==> src/rtl/scan_pkg.sv <==
package scan_pkg;
  localparam int PLANES = 4;
  localparam int NIB_W  = 4;
  localparam int WORD_W = PLANES * NIB_W;

  typedef enum logic [1:0] {
    LVL_BLACK = 2'd0,
    LVL_GRAY  = 2'd1,
    LVL_WHITE = 2'd2,
    LVL_WHITE_ALT = 2'd3
  } lvl_e;

  // entry i at bits [2i+1:2i]
  localparam logic [31:0] PAL_RESET = 32'h0A02_A058;
endpackage

==> src/rtl/scan_timing.sv <==
module scan_timing #(
  parameter int H_ACT    = 592,
  parameter int H_TOT    = 768,
  parameter int V_ACT    = 384,
  parameter int V_TOT    = 400,
  parameter int HS_START = 620,
  parameter int HS_END   = 680,
  parameter int VS_START = 388,
  parameter int VS_END   = 392,
  parameter int ADDR_W   = 16
) (
  input  logic              clk_i,
  input  logic              rst_ni,
  output logic              active_o,
  output logic              hsync_o,
  output logic              vsync_o,
  output logic              fetch_o,
  output logic              load_o,
  output logic [ADDR_W-1:0] addr_o
);
  localparam int HW    = $clog2(H_TOT + 1);
  localparam int VW    = $clog2(V_TOT + 1);
  localparam int WORDS = (H_ACT / 4) * V_ACT;
  localparam logic [HW-1:0] H_ACT_C  = HW'(H_ACT);
  localparam logic [HW-1:0] H_LAST   = HW'(H_TOT - 1);
  localparam logic [HW-1:0] H_PRE    = HW'(H_TOT - 4);
  localparam logic [HW-1:0] H_NXT    = HW'(H_ACT - 4);
  localparam logic [HW-1:0] HS_A     = HW'(HS_START);
  localparam logic [HW-1:0] HS_B     = HW'(HS_END);
  localparam logic [VW-1:0] V_ACT_C  = VW'(V_ACT);
  localparam logic [VW-1:0] V_ACT_M1 = VW'(V_ACT - 1);
  localparam logic [VW-1:0] V_LAST   = VW'(V_TOT - 1);
  localparam logic [VW-1:0] VS_A     = VW'(VS_START);
  localparam logic [VW-1:0] VS_B     = VW'(VS_END);
  localparam logic [ADDR_W-1:0] A_LAST = ADDR_W'(WORDS - 1);

  logic [HW-1:0]     hcnt_q;
  logic [VW-1:0]     vcnt_q;
  logic [ADDR_W-1:0] addr_q;
  logic h_last, v_last, next_line_act, v_act, grp_start;

  assign h_last        = (hcnt_q == H_LAST);
  assign v_last        = (vcnt_q == V_LAST);
  assign v_act         = (vcnt_q < V_ACT_C);
  assign next_line_act = v_last || (vcnt_q < V_ACT_M1);
  assign grp_start     = (hcnt_q[1:0] == 2'b00);

  always_ff @(posedge clk_i or negedge rst_ni) begin
    if (!rst_ni) begin
      hcnt_q <= '0;
      vcnt_q <= V_LAST;  // start in blanking so line 0 is prefetched
    end else begin
      hcnt_q <= h_last ? '0 : hcnt_q + 1'b1;
      if (h_last) vcnt_q <= v_last ? '0 : vcnt_q + 1'b1;
    end
  end

  assign active_o = v_act && (hcnt_q < H_ACT_C);
  assign hsync_o  = (hcnt_q >= HS_A) && (hcnt_q < HS_B);
  assign vsync_o  = (vcnt_q >= VS_A) && (vcnt_q < VS_B);
  assign load_o   = active_o && grp_start;
  // fetch one word ahead of the group being shifted
  assign fetch_o  = grp_start &&
                    ((v_act && (hcnt_q < H_NXT)) || ((hcnt_q == H_PRE) && next_line_act));

  always_ff @(posedge clk_i or negedge rst_ni) begin
    if (!rst_ni) addr_q <= '0;
    else if (fetch_o) addr_q <= (addr_q == A_LAST) ? '0 : addr_q + 1'b1;
    else if ((vcnt_q == V_ACT_C) && (hcnt_q == '0)) addr_q <= '0;
  end
  assign addr_o = addr_q;

  AST_FRAME_ADDR0: assert property (@(posedge clk_i) disable iff (!rst_ni)
    (fetch_o && v_last) |-> (addr_q == '0));
  AST_ADDR_STEP: assert property (@(posedge clk_i) disable iff (!rst_ni)
    (fetch_o && (addr_q != A_LAST)) |=> (addr_q == $past(addr_q) + 1'b1));
  AST_ADDR_RANGE: assert property (@(posedge clk_i) disable iff (!rst_ni)
    addr_q <= A_LAST);
endmodule

==> src/rtl/scan_shift.sv <==
module scan_shift
  import scan_pkg::*;
(
  input  logic              clk_i,
  input  logic              rst_ni,
  input  logic              fetch_i,
  input  logic              load_i,
  input  logic [WORD_W-1:0] rd_data_i,
  output logic [PLANES-1:0] idx_o
);
  logic              cap_q;
  logic [WORD_W-1:0] hold_q, sh_q, src, src_shl;

  always_ff @(posedge clk_i or negedge rst_ni) begin
    if (!rst_ni) begin
      cap_q  <= 1'b0;
      hold_q <= '0;
      sh_q   <= '0;
    end else begin
      cap_q <= fetch_i;
      if (cap_q) hold_q <= rd_data_i;  // memory answers one cycle after the address
      sh_q <= src_shl;
    end
  end

  assign src = load_i ? hold_q : sh_q;

  for (genvar p = 0; p < PLANES; p++) begin : g_plane
    assign idx_o[p] = src[p*NIB_W + NIB_W - 1];
    assign src_shl[p*NIB_W +: NIB_W] = {src[p*NIB_W +: NIB_W-1], 1'b0};
  end

  AST_HOLD_FRESH: assert property (@(posedge clk_i) disable iff (!rst_ni)
    load_i |-> $past(cap_q, 3));
endmodule

==> src/rtl/scan_palette.sv <==
module scan_palette
  import scan_pkg::*;
(
  input  logic              clk_i,
  input  logic              rst_ni,
  input  logic              we_i,
  input  logic [PLANES-1:0] wr_idx_i,
  input  logic [1:0]        wr_code_i,
  input  logic [PLANES-1:0] rd_idx_i,
  output logic              half_o,
  output logic              full_o
);
  localparam int ENTRIES = 1 << PLANES;

  logic [1:0] pal_q [ENTRIES];
  lvl_e       lvl;

  for (genvar i = 0; i < ENTRIES; i++) begin : g_ent
    always_ff @(posedge clk_i or negedge rst_ni) begin
      if (!rst_ni) pal_q[i] <= PAL_RESET[2*i +: 2];
      else if (we_i && (wr_idx_i == PLANES'(i))) pal_q[i] <= wr_code_i;
    end
  end

  assign lvl    = lvl_e'(pal_q[rd_idx_i]);
  assign half_o = (lvl == LVL_GRAY);
  assign full_o = (lvl == LVL_WHITE) || (lvl == LVL_WHITE_ALT);

  AST_PAL_WRITE: assert property (@(posedge clk_i) disable iff (!rst_ni)
    we_i |=> (pal_q[$past(wr_idx_i)] == $past(wr_code_i)));
endmodule

==> src/rtl/plane_scanout.sv <==
module plane_scanout
  import scan_pkg::*;
#(
  parameter int H_ACT    = 592,
  parameter int H_TOT    = 768,
  parameter int V_ACT    = 384,
  parameter int V_TOT    = 400,
  parameter int HS_START = 620,
  parameter int HS_END   = 680,
  parameter int VS_START = 388,
  parameter int VS_END   = 392,
  parameter int ADDR_W   = $clog2((H_ACT / 4) * V_ACT)
) (
  input  logic              clk_i,
  input  logic              rst_ni,
  input  logic              pal_we_i,
  input  logic [3:0]        pal_idx_i,
  input  logic [1:0]        pal_code_i,
  output logic [ADDR_W-1:0] rd_addr_o,
  input  logic [15:0]       rd_data_i,
  output logic              hsync_o,
  output logic              vsync_o,
  output logic              blank_o,
  output logic              half_o,
  output logic              full_o
);
  logic active, hs, vs, fetch, load, half_c, full_c;
  logic [PLANES-1:0] idx;

  scan_timing #(
    .H_ACT(H_ACT), .H_TOT(H_TOT), .V_ACT(V_ACT), .V_TOT(V_TOT),
    .HS_START(HS_START), .HS_END(HS_END), .VS_START(VS_START), .VS_END(VS_END),
    .ADDR_W(ADDR_W)
  ) u_timing (
    .clk_i(clk_i), .rst_ni(rst_ni), .active_o(active), .hsync_o(hs), .vsync_o(vs),
    .fetch_o(fetch), .load_o(load), .addr_o(rd_addr_o)
  );

  scan_shift u_shift (
    .clk_i(clk_i), .rst_ni(rst_ni), .fetch_i(fetch), .load_i(load),
    .rd_data_i(rd_data_i), .idx_o(idx)
  );

  scan_palette u_pal (
    .clk_i(clk_i), .rst_ni(rst_ni), .we_i(pal_we_i), .wr_idx_i(pal_idx_i),
    .wr_code_i(pal_code_i), .rd_idx_i(idx), .half_o(half_c), .full_o(full_c)
  );

  // single output stage keeps pixels and syncs aligned
  always_ff @(posedge clk_i or negedge rst_ni) begin
    if (!rst_ni) begin
      blank_o <= 1'b1;
      hsync_o <= 1'b0;
      vsync_o <= 1'b0;
      half_o  <= 1'b0;
      full_o  <= 1'b0;
    end else begin
      blank_o <= !active;
      hsync_o <= hs;
      vsync_o <= vs;
      half_o  <= active && half_c;
      full_o  <= active && full_c;
    end
  end

  AST_DARK_BLANK: assert property (@(posedge clk_i) disable iff (!rst_ni)
    blank_o |-> (!half_o && !full_o));
  AST_ONE_LEVEL: assert property (@(posedge clk_i) disable iff (!rst_ni)
    !(half_o && full_o));
endmodule

==> config.mk <==
export PLATFORM = sky130hd
export DESIGN_NAME = plane_scanout
export DESIGN_NICKNAME = d
export VERILOG_FILES = /design/src/rtl/scan_pkg.sv /design/src/rtl/scan_timing.sv /design/src/rtl/scan_shift.sv /design/src/rtl/scan_palette.sv /design/src/rtl/plane_scanout.sv
export SDC_FILE = /design/constraint.sdc
export NUM_CORES = 1
export LEC_CHECK = 0
export BUFFER_PORTS_ARGS = -buffer_cell sky130_fd_sc_hd__buf_2
export CAP_MARGIN = 25
export CORE_MARGIN = 2
export CORE_UTILIZATION = 40
export DETAILED_ROUTE_END_ITERATION = 10
export GPL_TIMING_DRIVEN = 1
export PLACE_DENSITY = 0.6
export SLEW_MARGIN = 15
export SYNTH_ARGS = -nofsm -noshare
export SYNTH_HDL_FRONTEND = slang
export SYNTH_SLANG_ARGS = --single-unit
==> constraint.sdc <==
create_clock -name clk_i -period 2.4 [get_ports clk_i]
set_input_delay 0.48 -clock clk_i [delete_from_list [all_inputs] [get_ports clk_i]]
set_output_delay 0.48 -clock clk_i [all_outputs]
set_load 0.005 [all_outputs]
# Word-level counts from Yosys, hierarchy flattened
# Index checks and enable logic that the tools add are counted.
[totals]
register_bits = 101
inputBits = 25
out_inout_bits = 21
wordCells = 106
[classes]
add_sub_neg = 3
magnitude_cmp = 9
eq_ne = 23
n_mux = 9
bitwise_logic = 1
reduce_logical = 34
[ops]
columns = ["operator", "n"]
rows = [
  ["two-way mux 16 bit", 4],
  ["== test 4 bit (second input constant)", 8],
  ["< comparator 10 bit (second input constant)", 3],
  ["< comparator 9 bit (second input constant)", 3],
  ["logical AND 1 bit", 26],
  ["== test 10 bit (second input constant)", 2],
  ["== test 9 bit (second input constant)", 2],
  ["adder 16 x 1 -> 16 bit (second input constant)", 1],
  ["== test 16 bit (second input constant)", 1],
  ["== test 4 x 3 -> 1 bit (second input constant)", 4],
  ["adder 10 x 1 -> 10 bit (second input constant)", 1],
  ["greater-or-equal comparator 10 bit (second input constant)", 1],
  ["logical NOT 10 bit", 1],
  ["two-way mux 10 bit", 1],
  ["adder 9 x 1 -> 9 bit (second input constant)", 1],
  ["greater-or-equal comparator 9 bit (second input constant)", 1],
  ["two-way mux 9 bit", 1],
  ["binary-select mux 2 bit (select 4 bit)", 1],
  ["== test 4 x 2 -> 1 bit (second input constant)", 2],
  ["greater-or-equal comparator 5 bit (second input constant)", 1],
  ["inverter 4 -> 5 bit", 1],
  ["== test 2 bit (second input constant)", 2],
  ["== test 4 x 1 -> 1 bit (second input constant)", 1],
  ["logical NOT 4 bit", 1],
  ["6 further kinds", 9],
]

# Depth between registers and ports, before layout
# Gate-level depths: netlist (run 1).
[logic_depth]
depth_word = 11
ltp_mapped = 10
ltp_nobuf = 9

# Cells and area by module
# A second synthesis (run 1) with hierarchy kept.
[hier_totals]
hier_cells = 422
hier_area_um2 = 4998.5
[by_module_without_submodules]
columns = ["module", "instances", "cells_per_inst", "area_each_um2", "seq_area_each_um2"]
rows = [
  ["scan_timing", 1, 234, 2057.0, 883.3],
  ["scan_palette", 1, 111, 1589.0, 810.8],
  ["scan_shift", 1, 69, 1209.9, 725.7],
  ["plane_scanout", 1, 8, 142.6, 126.4],
]

# Worst setup path before layout (run 1)
# OpenSTA, ideal clock, no wires.
[synth_timing]
path_kind = "flip-flop to flip-flop"
startpoint = "register u_timing.hcnt_q[0]"
endpoint = "register half_o"
setup_ps = 78
arrival_time_ps = 2274
required_time_ps = 2322
setup_slack_ps = 48
stages_incl_launch_ff = 11
path_buffers = 1
period_less_slack_ps = 2352
path_cell_list = "dfrtp_1 -> inv_1 -> ha_1 -> a21boi_1 -> o211a_1 -> buf_6 -> mux2_4 -> or2_0 -> a211oi_2 -> a32oi_1 -> a21oi_1"
[synth_between]
elab_chain_len = 10
word_cells_on_any_way = 11
classes_between = "order compare (1); eq/ne (1); mux (4); bitwise (1); reduce/logical (4)"
[synth_lines]
columns = ["element", "line_no", "rtl"]
rows = [
  ["start, declared", "scan_timing.sv:37", "logic [HW-1:0] hcnt_q;"],
  ["start signal, assigned", "scan_timing.sv:53", "hcnt_q <= h_last ? '0 : hcnt_q + 1'b1;"],
  ["< comparator 10 bit", "scan_timing.sv:58", "assign active_o = v_act && (hcnt_q < H_ACT_C);"],
  ["logical AND 1 bit", "scan_timing.sv:58", ""],
  ["logical AND 1 bit", "scan_timing.sv:61", "assign load_o = active_o && grp_start;"],
  ["two-way mux 16 bit", "scan_shift.sv:26", "assign src = load_i ? hold_q : sh_q;"],
  ["inverter 4 -> 5 bit (implied by the code)", "scan_palette.sv:25", "assign lvl = lvl_e'(pal_q[rd_idx_i]);"],
  ["binary-select mux 2 bit (select 4 bit)", "scan_palette.sv:25", ""],
  ["two-way mux 2 bit (implied by the code) (2 in series)", "scan_palette.sv:25", ""],
  ["== test 2 x 1 -> 1 bit", "scan_palette.sv:26", "assign half_o = (lvl == LVL_GRAY);"],
  ["logical AND 1 bit *", "plane_scanout.sv:61", "half_o <= active && half_c;"],
  ["end signal, assigned", "plane_scanout.sv:61", ""],
  ["end, declared", "plane_scanout.sv:24", "output logic half_o,"],
]
# Every way passes the cells marked *; elsewhere a longest branch is shown, timed or not. The select of a mux whose other input is x is not followed.
# A chain may end at the register's enable or synchronous reset.

# Worst setup path in the final report (run 1)
[layout_timing]
startpoint = "register u_timing.hcnt_q[7]"
endpoint = "register full_o"
[layout_between]
elab_chain_len = 11
word_cells_on_any_way = 12
classes_between = "order compare (1); eq/ne (2); mux (4); bitwise (1); reduce/logical (4)"
[layout_lines]
columns = ["element", "line_no", "rtl"]
rows = [
  ["< comparator 10 bit *", "scan_timing.sv:58", ""],
  ["logical AND 1 bit *", "scan_timing.sv:58", ""],
  ["logical AND 1 bit", "scan_timing.sv:61", ""],
  ["two-way mux 16 bit", "scan_shift.sv:26", ""],
  ["inverter 4 -> 5 bit (implied by the code)", "scan_palette.sv:25", ""],
  ["binary-select mux 2 bit (select 4 bit)", "scan_palette.sv:25", ""],
  ["two-way mux 2 bit (implied by the code) (2 in series)", "scan_palette.sv:25", ""],
  ["== test 2 bit", "scan_palette.sv:27", "assign full_o = (lvl == LVL_WHITE) || (lvl == LVL_WHITE_ALT);"],
  ["logical OR 1 bit", "scan_palette.sv:27", ""],
  ["logical AND 1 bit *", "plane_scanout.sv:62", "full_o <= active && full_c;"],
  ["end signal, assigned", "plane_scanout.sv:62", ""],
  ["end, declared", "plane_scanout.sv:25", "output logic full_o"],
]
# Marks and branches as above.

==> run_results.csv, run 1 <==
group,metric,value,unit
cells_and_area,syn_to_final_growth,21.4,%
yosys,synthFlopType,"dfrtp_1",
setup_path,reg2reg_slack,90,ps
timing,tightest_slew,629,ps
route,drc,0,
cells_and_area,antennaDiodeCount,0,
floorplan,start_util,41.2,%
cells_and_area,layout_common_cells,"dfrtp_1, nand2_1, mux2_2",
pwr,p_per_area,631,nW/µm²
setup_path,startpoint,"u_timing.hcnt_q[7]$_DFF_PN0_",
setup_path,crit_path_max_fanout,6,
cells_and_area,stdcell_area,6030,µm²
pwr,p_leak,2.65,nW
placed_design,hpwlAfterDp,7670,µm
clock_network,cts.clk_slew.worst_paths,70,ps
cells_and_area,drive_gt1_share,34.6,%
global_route,antenna_found_initial,0,
yosys,avgSynthCellArea,10.8,µm²
yosys,synthDominantAreaCellType,"dfrtp_1",
route,drt_iter0_drc,117,
setup_path,path_class,"register to register",
clock_network,cts_buffers,9,
route,dr.pass1.iters,4,
cells_and_area,final_common_cell,"dfrtp_1",
clock_network,clock_path_buffers,2,
placed_design,dp_cells,688,
min_path,worstHoldPathType,"input pin to asynchronous set/reset pin",
setup_path,timing.rr.end,"full_o$_DFF_PN0_",
global_route,gr-total-overflow,0,
placed_design,numPortBuffers,45,
route,vias,3672,
placed_design,pre_cts_slack,4.00,ps
timing,finalCriticalPeriod,2310,ps
setup_path,reg2reg_depth,7,
timing,slew_viol_final,0,
floorplan,row_count,40,
floorplan,coreArea,12100,µm²
floorplan,dieHeight,115,µm
setup_path,r2r_start,"u_timing.hcnt_q[7]$_DFF_PN0_",
setup_path,crit_required,2650,ps
placed_design,post_dp_cell_area,5580,µm²
yosys,yosysWarnings,0,
yosys,ys_ff_latch,101,
timing,slew_headroom,58.0,%
yosys,synthTopCellsByArea,"dfrtp_1, mux2_2, dfstp_2, nand2_1, nor2_1",
yosys,synth_cell_types,60,
clock_network,cts_tree,"yes",
yosys,synth.cell_area,4970,µm²
timing,tns,0,ps
cells_and_area,stdcell_count,709,
run_status,status,"finished clean",
floorplan,io_pins,46,
timing,fmax,433,MHz
timing,fin_ws,89.3,ps
setup_path,end_kind,"register",
route,wl_per_cell,15.2,µm
yosys,synth_edf_count,0,
clock_network,htree_levels,3,
timing,setup_violations,0,
pwr,irDropWorstVdd,0.487,mV
clock_network,clock-sinks,101,
global_route,grt_max_degree,44,
yosys,postSynth.asyncResetShare,100,%
route,finalWirelength,10800,µm
yosys,syn_nets,492,
floorplan,chipWidth,115,µm
flow_run,maxCapViolations,0,
yosys,ys_seq_area_share,51.3,%
placed_design,gp_congestion,0.852,
timing,skew,6.82,ps
yosys,synth_cells,462,
route,via_per_inst,5.18,
route,drtAntennaViolNets,0,
timing,post-route-period-util,96.3,%
global_route,grt_pass1_vias,3672,
setup_path,timing.critical_path.from_type,"register",
clock_network,clk-insertion-delay-late,360,ps
setup_path,crit_end,"full_o$_DFF_PN0_",
setup_path,cp.arrival,2560,ps
cells_and_area,final_nets,566,
cells_and_area,fin_util,50.0,%
global_route,grt_usage,17.4,%
floorplan,dieArea,13300,µm²
global_route,grt_pass1_wl,18100,µm
timing,report.final.hold_viol_count,0,
clock_network,clockRootBuffer,"clkbuf_16",
yosys,synth_top_area_share,43.3,%
==> layout make-up <==
class | count | area, µm²
Tap cell | 168 | 210
Clock buffer | 10 | 239
Fill cell | 1103 | 6030
Sequential cell | 101 | 2550
Clock inverter | 6 | 57.6
Inverter | 15 | 56.3
Timing Repair Buffer | 80 | 527
Multi-Input combinational cell | 329 | 2390
==> worst min-delay path by stage <==
stage | startpoint | endpoint | depth (start not counted)
after floorplan | rst_ni | full_o$_DFF_PN0_ | 0
after global placement | u_shift.sh_q[2]$_DFF_PN0_ | u_shift.sh_q[3]$_DFF_PN0_ | 2
after detailed placement | u_shift.sh_q[1]$_DFF_PN0_ | u_shift.sh_q[2]$_DFF_PN0_ | 2
after CTS | rst_ni | u_pal.pal_q[12]$_DFFE_PN0P_ | 1
after global routing | rst_ni | u_shift.hold_q[5]$_DFFE_PN0P_ | 1
final | rst_ni | u_shift.hold_q[1]$_DFFE_PN0P_ | 1
==> per-layer routing <==
| layer | up-vias | global-route usage (%) | routed length, µm |
|---|---|---|---|
| met5 | - | 0 | 0 |
| met1 | 1802 | 24.4 | 5210 |
| met2 | 65 | 26.4 | 4950 |
| met4 | 0 | 7.79 | 222 |
| met3 | 15 | 3.50 | 409 |
| li1 | 1790 | - | - |
==> kinds of logic after synthesis <==
kind of cell,synth area share [%]
simple gates,16.8
buf+inv,2.62
flops,51.3
compound gates,11.7
fa+ha+maj,1.26
mux,14.6
xor+xnor,1.76
==> through the flow <==
| step | power (W) | hold WS [ps] |
|---|---|---|
| 6_report | 0.00380 | 84.0 |
| 5_1_grt | 0.00397 | 115 |
| 4_1_cts | 0.00383 | 97.0 |
| 3_5_place_dp | 0.00236 | 431 |
| 3_3_place_gp | 0.00235 | 433 |
| 2_1_floorplan | 0.00220 | 184 |
==> registers in the layout (all words and copies together) (netlist names), 9 cells and up <==
| name | flops |
|---|---|
| u_shift.sh_q | 12 |
| u_timing.addr_o | 16 |
| u_pal.pal_q | 32 |
| u_timing.vcnt_q | 9 |
| u_shift.hold_q | 16 |
| u_timing.hcnt_q | 10 |
==> synthesized netlist by cell type, types with 4 or more instances <==
master     n
dfstp_2   15
ha_1       5
or3_1      5
nand3b_1   4
inv_1     14
a21o_1     4
mux2_2    52
dfrtp_1   86
o211ai_1   7
nor4_1     5
and2_1     5
nor3_1    11
clkbuf_1  13
and3_1     9
a21oi_1    4
nand2_1   62
xnor2_1    7
nand3_1   17
o21ai_0   17
nand2b_1   9
nor2_1    33
mux2i_1    9
o21ai_1   14
==> worst max-delay path: stages (launching register included) <==
cell and delay [ps]:
dfrtp_1 390, nand4bb_4 320, o211a_4 330, o21ai_4 220, mux2_2 390, a221oi_2 290
a22oi_1 120, nor2b_1 150
==> where the power goes <==
group / leakage [nW] / internal, W / switching (W)
clock: 0.148 / 0.000762 / 0.000703
combinational: 1.28 / 0.000199 / 0.000165
sequential: 1.21 / 0.00188 / 0.0000952
total: 2.65 / 0.00284 / 0.000963
==> what timing repair did <==
item | 4_1_cts | 5_1_grt
pin swaps | 0 | 5
setup endpoints to repair | 2 | 9
gates cloned | 0 | 0
buffers inserted | 0 | 5
hold buffers | 0 | 0
gates resized for setup | 1 | 19
No activity file was read; power rests on OpenSTA's default activity.
==> run 2, diff against run 1 <==
ABC_AREA = 1   (was not set)
==> run 2 against run 1 <==
Compared with the run above:
- register-to-register slack better by 130 ps
- non-clock buffer count down 28
- die area is 0.92% lower
- critical path type unchanged
- critical endpoint is now half_o$_DFF_PN0_
==> run_results.csv, run 2 <==
group,metric,value,unit
global_route,gr-total-overflow,0,
cells_and_area,stdcell_count,790,
setup_path,r2r_start,"u_timing.hcnt_q[0]$_DFF_PN0_",
cells_and_area,drive_gt1_share,16.0,%
timing,fmax,460,MHz
run_status,status,"finished clean",
yosys,synth_cells,590,
cells_and_area,antennaDiodeCount,0,
clock_network,clock-sinks,101,
yosys,synthTopCellsByArea,"dfrtp_1, nand2_1, nand3_1, dfstp_2, o21ai_0",
clock_network,htree_levels,3,
yosys,yosys-top-cells-count,"nand2_1, dfrtp_1, nand3_1, o21ai_0, inv_1",
cells_and_area,final_nets,668,
yosys,synth_edf_count,0,
pwr,irDropWorstVdd,0.383,mV
setup_path,crit_path_max_fanout,16,
timing,report.final.hold_viol_count,0,
placed_design,numPortBuffers,45,
clock_network,clk-insertion-delay-late,350,ps
route,drtAntennaViolNets,0,
yosys,avgSynthCellArea,8.34,µm²
timing,slew_headroom,57.8,%
yosys,postSynth.asyncResetShare,100,%
timing,tns,0,ps
pwr,p_per_area,664,nW/µm²
route,finalWirelength,11000,µm
global_route,antenna_found_initial,0,
setup_path,startpoint,"u_timing.hcnt_q[0]$_DFF_PN0_",
cells_and_area,largest_register_ffs,32,
setup_path,path_class,"register to register",
placed_design,gp_congestion,0.871,
setup_path,end_kind,"register",
placed_design,post_dp_cell_area,5320,µm²
floorplan,chipWidth,115,µm
route,wl_per_cell,13.9,µm
clock_network,clock_path_buffers,2,
timing,slew_viol_final,0,
floorplan,row_count,40,
clock_network,cts_tree,"yes",
min_path,worstHoldPathType,"input pin to asynchronous set/reset pin",
clock_network,holdBufCountCts,0,
cells_and_area,final_common_cell,"nand2_1",
clock_network,clockRootBuffer,"clkbuf_16",
yosys,synthFlopType,"dfrtp_1",
setup_path,crit_required,2680,ps
clock_network,post_cts_resized,0,
global_route,grt_usage,17.9,%
setup_path,timing.critical_path.from_type,"register",
global_route,grt_pass1_vias,4024,
yosys,ys_ff_latch,101,
route,dr.pass1.iters,5,
yosys,ys_seq_area_share,51.8,%
route,drt_iter0_drc,273,
yosys,yosysWarnings,0,
global_route,grt_max_degree,43,
setup_path,cp_slowest_stage_delay,470,ps
clock_network,post-cts-setup-buffers,0,
cells_and_area,stdcell_area,5620,µm²
route,vias,4115,
placed_design,hpwlAfterDp,7750,µm
timing,skew,8.31,ps
cells_and_area,regMostFlops,"u_pal.pal_q",
route,via_per_inst,5.21,
setup_path,path_cells,"inv_1, ha_1, nand4_2, nand3_1, nand3_1, nand3_1, nand3_1, nand2_1, inv_1, nor2_1",
setup_path,worst_path_most_repeated_cell,"nand3_1",
timing,setup_violations,0,
cells_and_area,syn_to_final_growth,14.2,%
yosys,synth.most_common_cell,"nand2_1",
yosys,synth_cell_types,37,
yosys,synth_top_area_share,43.7,%
clock_network,cts.clk_slew.worst_paths,70,ps
cells_and_area,layout_common_cells,"nand2_1, dfrtp_1, nand3_1",
setup_path,cp.arrival,2460,ps
pwr,p_total,0.00373,W
floorplan,start_util,41.0,%
floorplan,dieArea,13200,µm²
setup_path,cpMaxStageDelayCell,"nand4_2",
timing,post-route-period-util,90.7,%
placed_design,dp_cells,774,
flow_run,maxCapViolations,0,
timing,finalCriticalPeriod,2180,ps
floorplan,dieHeight,115,µm
floorplan,io_pins,46,
global_route,grt_pass1_wl,18800,µm
pwr,p_leak,2.68,nW
floorplan,coreArea,12000,µm²
timing,tightest_slew,628,ps
timing,rsz0062_at_grt,"yes",
cells_and_area,fill_cells,1167,
yosys,synth.cell_area,4920,µm²
route,drc,0,
clock_network,cts_buffers,9,
yosys,synthDominantAreaCellType,"dfrtp_1",
yosys,syn_nets,620,
## run 2: metal layers
layer,global-route usage [%],up-vias,wire length [µm]
met4,5.14,0,148
met2,29.2,96,5260
li1,-,2042,-
met5,0,-,0
met1,23.0,1964,5010
met3,5.48,13,549
## run 2: cell type report
class | count | area (µm²) | share of cell area (%)
multi-input combinational | 407 | 2040 | 36.3
clock buffer | 11 | 243 | 4.32
tap | 147 | 184 | 3.27
clock inverter | 5 | 58.8 | 1.05
inverter | 67 | 251 | 4.48
timing repair buffer | 52 | 293 | 5.21
sequential | 101 | 2550 | 45.3
## run 2: per-stage QoR
stage | hold slack (ps) | setup slack [ps] | util [%]
floorplan | 184 | 609 | -
global placement | 441 | 271 | 44.3
detailed placement | 444 | 242 | 44.3
CTS | 101 | 225 | 46.8
global route | 114 | -48.7 | 46.8
finish | 90.5 | 224 | 46.8
## run 2: worst max-delay path: cells and delay by family, from the launching register on
family	cells	cell delay (ps)
flip-flops	1	390
adder cells (fa/ha/maj)	1	340
buffers and inverters	2	130
AND/OR/NAND/NOR	7	1240
## run 2: cell families (layout without fill, tap and decap cells)
family          count (synthesis)  in the layout  synth area share, %
compound gates                 97             97                 10.6
flops                         101            101                 51.8
mux                             2              2                0.458
buf+inv                        82            135                 6.74
simple gates                  292            292                 27.2
fa+ha+maj                       5              5                 1.27
xor+xnor                       11             11                 1.96
## run 2: where the power goes
group	total, W	switching (W)	internal, W
registers	0.00193	0.0000743	0.00186
clock network	0.00148	0.000639	0.000839
logic	0.000317	0.000188	0.000129
total	0.00373	0.000902	0.00283
## run 2: final timing paths
path | endpoint | slack, ps | cells after the start
worst max-delay path | half_o$_DFF_PN0_ | 220 | 10
worst min-delay path | u_pal.pal_q[12]$_DFFE_PN0P_ | 90 | 1
worst max register to register | half_o$_DFF_PN0_ | 220 | 10
worst min register to register | u_shift.sh_q[10]$_DFF_PN0_ | 460 | 2
max in group asynchronous | u_pal.pal_q[7]$_DFFE_PN1P_ | 1570 | 2
min in group clk_i | u_shift.hold_q[12]$_DFFE_PN0P_ | 340 | 3
==> run 3, diff against run 2 <==
CELL_PAD_IN_SITES_DETAIL_PLACEMENT = 0   (was not set)
CELL_PAD_IN_SITES_GLOBAL_PLACEMENT = 1   (was not set)
CORE_UTILIZATION = 25   (was 40)
PLACE_DENSITY = 0.51   (was 0.6)
==> run 3 against run 2 <==
Compared with the run above:
- clock power up 14%
- critical endpoint unchanged
- flip-flop and latch count stayed put
- via count shrank 0.22%
==> run_results.csv, run 3 (synthesis results as in run 2) <==
group,metric,value,unit
run_status,status,"finished clean",
cells_and_area,layout_common_cells,"nand2_1, dfrtp_1, nand3_1",
global_route,grt_usage,13.1,%
floorplan,dieArea,20800,µm²
setup_path,crit_path_max_fanout,8,
clock_network,clockRootBuffer,"clkbuf_16",
placed_design,pre_cts_slack,212,ps
timing,timing.hold.ws,83.2,ps
timing,fin_ws,223,ps
clock_network,clock-sinks,101,
route,wl_per_cell,13.9,µm
floorplan,dieHeight,144,µm
pwr,p_per_area,676,nW/µm²
placed_design,hpwlAfterDp,8870,µm
placed_design,numPortBuffers,45,
clock_network,clk-insertion-delay-late,350,ps
clock_network,htree_levels,3,
setup_path,end_kind,"register",
floorplan,coreArea,19400,µm²
placed_design,dp_cells,894,
timing,finalCriticalPeriod,2180,ps
route,finalWirelength,12700,µm
cells_and_area,largest_register_ffs,32,
cells_and_area,final_common_cell,"nand2_1",
route,drtAntennaViolNets,0,
cells_and_area,final_nets,672,
timing,slew_headroom,57.9,%
timing,slew_viol_final,0,
timing,report.final.hold_viol_count,0,
floorplan,start_util,25.4,%
global_route,grt_pass1_vias,4144,
setup_path,path_class,"register to register",
cells_and_area,stdcell_count,912,
cells_and_area,regMostFlops,"u_pal.pal_q",
pwr,p_leak,2.70,nW
timing,fmax,459,MHz
route,drt_iter0_drc,228,
clock_network,cts_buffers,9,
setup_path,cp.arrival,2460,ps
route,drc,0,
timing,post-route-period-util,90.7,%
clock_network,holdBufCountCts,0,
floorplan,io_pins,46,
route,dr.pass1.iters,6,
floorplan,row_count,51,
cells_and_area,syn_to_final_growth,19.2,%
cells_and_area,antennaDiodeCount,0,
global_route,antenna_found_initial,0,
timing,skew,9.72,ps
min_path,worstHoldPathType,"input pin to asynchronous set/reset pin",
setup_path,timing.critical_path.from_type,"register",
clock_network,clock_path_buffers,2,
cells_and_area,fill_cells,2109,
global_route,grt_max_degree,36,
clock_network,cts.clk_slew.worst_paths,80,ps
timing,tns,0,ps
route,via_per_inst,4.50,
route,vias,4106,
clock_network,cts_tree,"yes",
timing,setup_violations,0,
pwr,irDropWorstVdd,0.274,mV
cells_and_area,drive_gt1_share,16.7,%
global_route,grt_pass1_wl,21200,µm
placed_design,gp_congestion,0.819,
timing,tightest_slew,627,ps
setup_path,crit_required,2680,ps
flow_run,maxCapViolations,0,
floorplan,chipWidth,144,µm
timing,rsz0062_at_grt,"no",
global_route,gr-total-overflow,0,
## run 3: metal layers
layer / global-route usage, % / up-vias / wire length, µm
met1: 16.8 / 1965 / 6000
met5: 0 / - / 0
met3: 3.48 / 12 / 455
met2: 22.0 / 69 / 6060
li1: - / 2060 / -
met4: 3.47 / 0 / 167
## run 3: per-stage QoR
step / cell area (µm²) / total power (W) / utilization [%]
after global routing: 5860 / 0.00418 / 30.2
after detailed placement: 5490 / 0.00231 / 28.3
after floorplan: 4920 / 0.00215 / -
after global placement: 5490 / 0.00230 / 28.3
after CTS: 5830 / 0.00404 / 30.1
final: 5860 / 0.00396 / 30.2
## run 3: power by group
part	internal (W)	leakage [nW]	switching (W)
registers	0.00186	1.22	0.0000806
logic	0.000133	1.30	0.000198
clock network	0.00102	0.169	0.000676
## run 3: layout make-up
type / count / area [µm²] / area share, %
Tap cell: 265 / 332 / 5.66
Timing Repair Buffer: 56 / 335 / 5.72
Clock buffer: 9 / 225 / 3.84
Clock inverter: 7 / 114 / 1.94
Inverter: 67 / 251 / 4.29
Sequential cell: 101 / 2550 / 43.4
Multi-Input combinational cell: 407 / 2060 / 35.1
## run 3: repair_timing
item | in CTS | in global routing
endpoints found under the setup margin | 0 | 2
setup buffers | 0 | 2
gates resized for setup | 0 | 2
## run 3: path summary, 6_finish.rpt
kind,start,cells past startpoint,end,slack (ps)
setup / recovery,u_timing.hcnt_q[0]$_DFF_PN0_,10,half_o$_DFF_PN0_,220
hold / removal,rst_ni,1,u_pal.pal_q[14]$_DFFE_PN0P_,80
setup reg to reg,u_timing.hcnt_q[0]$_DFF_PN0_,10,half_o$_DFF_PN0_,220
hold reg to reg,u_timing.hcnt_q[0]$_DFF_PN0_,1,u_timing.hcnt_q[0]$_DFF_PN0_,450
max in group asynchronous,rst_ni,2,u_timing.vcnt_q[2]$_DFFE_PN1P_,1660
min in group clk_i,rd_data_i[12],3,u_shift.hold_q[12]$_DFFE_PN0P_,330
## run 3: critical path, stage by stage, from the launching register on
cell and delay, ps:
dfrtp_1 390, inv_1 80, ha_1 420, nand3_4 230
o21ai_2 390, nand3_1 170, nand3_1 110, nand3_1 80
nand2_1 90, nand2_1 60, nor2_1 80
